--- config.mk ---
export PLATFORM = sky130hd
export DESIGN_NAME = nmi_router
export DESIGN_NICKNAME = d
export VERILOG_FILES = /design/src/rtl/nmi_pkg.sv /design/src/rtl/nmi_sync.sv /design/src/rtl/nmi_cfg_regs.sv /design/src/rtl/nmi_route_gate.sv /design/src/rtl/nmi_router.sv
export SDC_FILE = /design/constraint.sdc
export NUM_CORES = 1
export LEC_CHECK = 0
export CAP_MARGIN = 0
export CORE_ASPECT_RATIO = 1.1
export CORE_MARGIN = 2
export CORE_UTILIZATION = 45
export CTS_BUF_LIST = sky130_fd_sc_hd__clkbuf_8
export DETAILED_ROUTE_END_ITERATION = 7
export PLACE_DENSITY = 0.64
export SLEW_MARGIN = 0
export SYNTH_ARGS = -nofsm -noshare
export SYNTH_HDL_FRONTEND = slang
export SYNTH_HIERARCHICAL = 1
export SYNTH_SLANG_ARGS = --single-unit
--- constraint.sdc ---
create_clock -name clk -period 2.1 [get_ports clk]
set_input_delay 0.42 -clock clk [delete_from_list [all_inputs] [get_ports clk]]
set_output_delay 0.42 -clock clk [all_outputs]
set_load 0.01 [all_outputs]
--- src/rtl/nmi_pkg.sv ---
package nmi_pkg;
  localparam int ROUTE_W          = 5;
  localparam logic [ROUTE_W-1:0] ROUTE_NMI = 5'b11111;
  localparam int ADDR_CTRL        = 0;
  localparam int ADDR_INV         = 1;
  localparam int ADDR_ROUTE_BASE  = 2;
  localparam int CTRL_EN_BIT      = 0;
  localparam int CTRL_DONE_BIT    = 1;
  localparam int CTRL_SW_BIT      = 2;
  typedef logic [ROUTE_W-1:0] route_t;
endpackage

--- src/rtl/nmi_sync.sv ---
module nmi_sync #(
  parameter int W = 15
) (
  input  logic         clk,
  input  logic         rst,
  input  logic [W-1:0] d_i,
  output logic [W-1:0] q_o
);
  logic [W-1:0] stage1_q;

  always_ff @(posedge clk) begin
    if (rst) begin
      stage1_q <= '0;
      q_o      <= '0;
    end else begin
      stage1_q <= d_i;
      q_o      <= stage1_q;
    end
  end
endmodule

--- src/rtl/nmi_cfg_regs.sv ---
module nmi_cfg_regs
  import nmi_pkg::*;
#(
  parameter int N_SRC  = 32,
  parameter int N_EXT  = 15,
  parameter int ADDR_W = 6,
  parameter int DATA_W = 32
) (
  input  logic                            clk,
  input  logic                            rst,
  input  logic                            soft_rst,
  input  logic                            wr_en,
  input  logic [ADDR_W-1:0]               wr_addr,
  input  logic [DATA_W-1:0]               wr_data,
  output logic                            en_q,
  output logic                            sw_q,
  output logic                            done_pulse,
  output logic [N_EXT-1:0]                inv_q,
  output logic [N_SRC-1:0][ROUTE_W-1:0]   route_q
);
  logic ctrl_wr, inv_wr;
  logic unused_hi_bits;

  assign ctrl_wr    = wr_en && (wr_addr == ADDR_W'(ADDR_CTRL));
  assign inv_wr     = wr_en && (wr_addr == ADDR_W'(ADDR_INV));
  assign done_pulse = ctrl_wr && wr_data[CTRL_DONE_BIT];
  assign unused_hi_bits = ^wr_data[DATA_W-1:N_EXT];

  always_ff @(posedge clk) begin
    if (rst) begin
      en_q  <= 1'b0;
      sw_q  <= 1'b0;
      inv_q <= '0;
    end else begin
      if (ctrl_wr) begin
        en_q <= wr_data[CTRL_EN_BIT];
        sw_q <= wr_data[CTRL_SW_BIT];
      end
      if (soft_rst) en_q <= 1'b0;
      if (inv_wr) inv_q <= wr_data[N_EXT-1:0];
    end
  end

  always_ff @(posedge clk) begin
    if (rst) begin
      route_q <= '0;
    end else if (wr_en) begin
      for (int i = 0; i < N_SRC; i++) begin
        if (wr_addr == ADDR_W'(ADDR_ROUTE_BASE + i))
          route_q[i] <= wr_data[ROUTE_W-1:0];
      end
    end
  end
endmodule

--- src/rtl/nmi_route_gate.sv ---
module nmi_route_gate
  import nmi_pkg::*;
#(
  parameter int N_SRC   = 32,
  parameter int N_ONLY  = 2,
  parameter int ECC_POS = 15
) (
  input  logic [N_SRC-1:0]              req_i,
  input  logic [N_SRC-1:0][ROUTE_W-1:0] route_i,
  input  logic [N_ONLY-1:0]             nmi_only_i,
  output logic                          any_o
);
  logic [N_SRC-1:0] sel;

  for (genvar i = 0; i < N_SRC; i++) begin : g_sel
    if (i == ECC_POS) begin : g_blocked
      assign sel[i] = 1'b0;
    end else begin : g_open
      assign sel[i] = (route_i[i] == ROUTE_NMI);
    end
  end

  assign any_o = (|(req_i & sel)) | (|nmi_only_i);
endmodule

--- src/rtl/nmi_router.sv ---
module nmi_router
  import nmi_pkg::*;
#(
  parameter int N_EXT           = 15,
  parameter int N_INT           = 16,
  parameter int N_ONLY          = 2,
  parameter int ECC_IDX         = 0,
  parameter int DONE_LOW_CYCLES = 4,
  parameter int ADDR_W          = 6,
  parameter int DATA_W          = 32
) (
  input  logic              clk,
  input  logic              rst,
  input  logic              soft_rst,
  input  logic [N_EXT-1:0]  ext_req_i,
  input  logic [N_INT-1:0]  int_req_i,
  input  logic [N_ONLY-1:0] nmi_only_i,
  input  logic              wr_en,
  input  logic [ADDR_W-1:0] wr_addr,
  input  logic [DATA_W-1:0] wr_data,
  output logic              nmi_o
);
  localparam int N_SRC   = N_EXT + N_INT + 1;
  localparam int ECC_POS = N_EXT + ECC_IDX;
  localparam int CNT_W   = $clog2(DONE_LOW_CYCLES + 1);
  localparam logic [CNT_W-1:0] HOLD_LOAD = CNT_W'(DONE_LOW_CYCLES - 1);
  localparam logic [N_SRC-1:0] ECC_MASK  = N_SRC'(1) << ECC_POS;

  logic                          en_q, sw_q, done_pulse, any_req, hold_active;
  logic [N_EXT-1:0]              inv_q, ext_sync;
  logic [N_SRC-1:0][ROUTE_W-1:0] route_q;
  logic [N_SRC-1:0]              req_vec;
  logic [CNT_W-1:0]              hold_cnt;

  nmi_sync #(.W(N_EXT)) u_sync (
    .clk (clk),
    .rst (rst),
    .d_i (ext_req_i),
    .q_o (ext_sync)
  );

  nmi_cfg_regs #(
    .N_SRC (N_SRC),
    .N_EXT (N_EXT),
    .ADDR_W(ADDR_W),
    .DATA_W(DATA_W)
  ) u_cfg (
    .clk       (clk),
    .rst       (rst),
    .soft_rst  (soft_rst),
    .wr_en     (wr_en),
    .wr_addr   (wr_addr),
    .wr_data   (wr_data),
    .en_q      (en_q),
    .sw_q      (sw_q),
    .done_pulse(done_pulse),
    .inv_q     (inv_q),
    .route_q   (route_q)
  );

  assign req_vec = {sw_q, int_req_i, ext_sync ^ inv_q};

  nmi_route_gate #(
    .N_SRC  (N_SRC),
    .N_ONLY (N_ONLY),
    .ECC_POS(ECC_POS)
  ) u_gate (
    .req_i     (req_vec),
    .route_i   (route_q),
    .nmi_only_i(nmi_only_i),
    .any_o     (any_req)
  );

  assign hold_active = (hold_cnt != '0);

  always_ff @(posedge clk) begin
    if (rst) begin
      hold_cnt <= '0;
      nmi_o    <= 1'b0;
    end else begin
      if (done_pulse)       hold_cnt <= HOLD_LOAD;
      else if (hold_active) hold_cnt <= hold_cnt - CNT_W'(1);
      nmi_o <= en_q && any_req && !hold_active && !done_pulse;
    end
  end

  // a cleared global enable keeps the output low at the next edge
  a_r3_gated_off: assert property (@(posedge clk) disable iff (rst)
    !en_q |=> !nmi_o);

  // the acknowledge write drops the output at its own edge
  a_r10_done_drop: assert property (@(posedge clk) disable iff (rst)
    done_pulse |=> !nmi_o);

  // the output stays low while the hold counter runs
  a_r10_hold_low: assert property (@(posedge clk) disable iff (rst)
    hold_active |=> !nmi_o);

  // a dedicated error input raises the output with no routing field
  a_r5_nmi_only: assert property (@(posedge clk) disable iff (rst)
    (en_q && !hold_active && !done_pulse && (|nmi_only_i)) |=> nmi_o);

  // the ECC line alone never raises the output
  a_r6_ecc_blocked: assert property (@(posedge clk) disable iff (rst)
    ((nmi_only_i == '0) && ((req_vec & ~ECC_MASK) == '0)) |=> !nmi_o);

  // soft reset clears the output from the second edge on
  a_r4_soft_rst: assert property (@(posedge clk) disable iff (rst)
    soft_rst |=> ##1 !nmi_o);
endmodule

==> run metrics, run 1 <==
Initial Util 0.457; post-route insts no fill around 1200; CP Buf/Inv Count 1; status finished clean; CTS clk-pin slew, worst paths about 0.060 ns; DR vias ~6000; Final Hold Viols 0; ANT nets after route 0; Worst Max-Slew Pin Slew between 0.4 and 0.5 ns; drt total wl 20200 um; combinational fraction of design power 0.079; maximum VDD drop between 400 and 500 uV; All-Layer GR Usage 0.203; Finished Cell Area between 0.01 and 0.015 sq mm; initial DRC count roughly 240; maxcap violations 0; fin worst setup slack between 0.3 and 0.4 ns; post-CTS setup buffer count 0; CTS tree yes; DIE HEIGHT roughly 150 um; Worst Path Max Fanout 1; initial antenna violation count 0; Internal between 0.006 and 0.007 W; filler cell count 1689; Die W roughly 140 um; cell count after placement between 1000 and 1500; Overflow after GRT 0; Sink Count 206; Worst EP arrival about 1.4 ns; Clock power frac 0.433; core area 0.0191 sq mm; CP Class reg -> out; Yosys warning total 6; Site Rows 53; TritonCTS buffer count 35; multi-input logic area about 0.0043 sq mm; PD cells a little under 800 mW/mm^2; CP delay by family, top buffers and inverters; unrepaired setup endpoints after global routing no; PostCTS Resize Cnt 0; slowest stage delay, CP around 0.54 ns; drt wl/cell 17.3 um; Port Buf Inserts 57; # H-tree levels 2; Lkg Pwr roughly 4.8 nW; syn nets 893; Via density between 5 and 6; sequential power share 0.489; Final TNS setup 0 ns; CTS Root Cell clkbuf_8; I/O Pins 76; Switching Share 0.233; first-pass GRT wire length between 30000 and 40000 um; worst min path class in -> reg; post-route clock period utilization 0.856; Skew-Pair Late Insertion Delay about 0.52 ns; crit path max-delay cell type clkdlybuf4s50_1; Worst Setup End Kind output port; area of the die around 0.02 sq mm; largest net degree at the start of global routing 110; Post-Syn Area 0.00873 sq mm; ant diodes 0; final number of max-transition violations 0; nets@finish just under 1000; Cell Area, Placed just under 0.01 sq mm; DRT Pass-1 Iters 4; setup slack, reg-to-reg about 0.49 ns; Rel. slew slack 0.700; detailed-route DRC error count 0; fmax 556 MHz; CTS hold repair buffers 0; Register Area approximately 0.0041 sq mm; critical path launch point type register; placer congestion estimate around 0.8; pre-CTS setup slack -0.0784 ns; vias in the first global route around 6400; Layout Utilization 0.547; required time of the critical path approximately 1.7 ns; Longest Clk Path Bufs 3; gate count of the mapped netlist between 800 and 900; synthesis-to-finish area growth 19.6%; switching power around 0.0019 W; Avg Cell Area, Syn 10.7 sq um; DP HPWL 13400 um; Setup Viol. Count Final 0; critical-path cell list clkdlybuf4s50_1; share of cells above drive strength 1 0.173; clock skew between 0.02 and 0.025 ns; Period minus WS final ~1.8 ns
[layout make-up]
type | count | area share
multi-input cells | 550 | 0.414
inverters | 3 | 0.00108
well taps | 247 | 0.0296
clock buffers | 47 | 0.0619
repair buffers | 98 | 0.0934
clock inverters | 14 | 0.00551
flip-flops and latches | 206 | 0.395
[power by group through the flow]
stage	Combinational, W	Sequential [W]	Clock, W
3_3_place_gp	0.000620	0.00409	0
5_1_grt	0.000699	0.00402	0.00382
6_report	0.000646	0.00401	0.00355
2_1_floorplan	0.000380	0.00409	0
4_1_cts	0.000650	0.00401	0.00366
3_5_place_dp	0.000647	0.00410	0
[worst paths after layout]
kind	from	end	cells after the start
max	nmi_o	nmi_o	1
min	rst	u_sync/q_o[11]	2
max reg2reg	u_cfg/inv_q[13]	nmi_o	8
min reg2reg	u_sync/stage1_q[1]	u_sync/q_o[1]	1
[stage by stage]
stage / hold WS, ns / total power [W]
floorplan: 0.414 / 0.00447
global placement: 0.418 / 0.00471
detailed placement: 0.420 / 0.00474
CTS: 0.234 / 0.00832
global route: 0.253 / 0.00854
finish: 0.259 / 0.00821
[placed cells by master, fill, tap and decap left out, types with 10 or more instances in the layout]
| master | count |
|---|---|
| buf_4 | 34 |
| clkbuf_8 | 47 |
| clkdlybuf4s50_1 | 56 |
| dfxtp_1 | 206 |
| inv_1 | 13 |
| mux2i_1 | 170 |
| nand2_1 | 24 |
| nand2b_1 | 186 |
| nand3_1 | 10 |
| nand3_2 | 22 |
| nand4_1 | 24 |
| nor2b_1 | 10 |
| nor2b_2 | 24 |
| xor2_1 | 15 |
[state kept, by name, summed over array words and instances, names as in the netlist]
register / count
u_cfg/sw_q: 1
u_sync/q_o: 15
u_cfg/en_q: 1
hold_cnt: 3
u_cfg/route_q: 155
u_cfg/inv_q: 15
nmi_o: 1
u_sync/stage1_q: 15
[layer usage]
metal  vias to the layer above  GRT usage  routed length (um)
met1                      2943      0.251                9050
met2                       116      0.357               10000
li1                       2928          -                   -
met4                         0     0.0639                 372
met3                        37     0.0360                 734
met5                         -          0                   0
Note: power is estimated with default switching activity, not from simulation.
==> inputs of run 2 (changes only) <==
--- a/config.mk
+++ b/config.mk
@@ -17,3 +17,4 @@
 export SYNTH_HDL_FRONTEND = slang
 export SYNTH_HIERARCHICAL = 1
 export SYNTH_SLANG_ARGS = --single-unit
+export TNS_END_PERCENT = 50
==> results of run 2 <==
The final DEF is identical to that of run 1; final timing and power are the same.
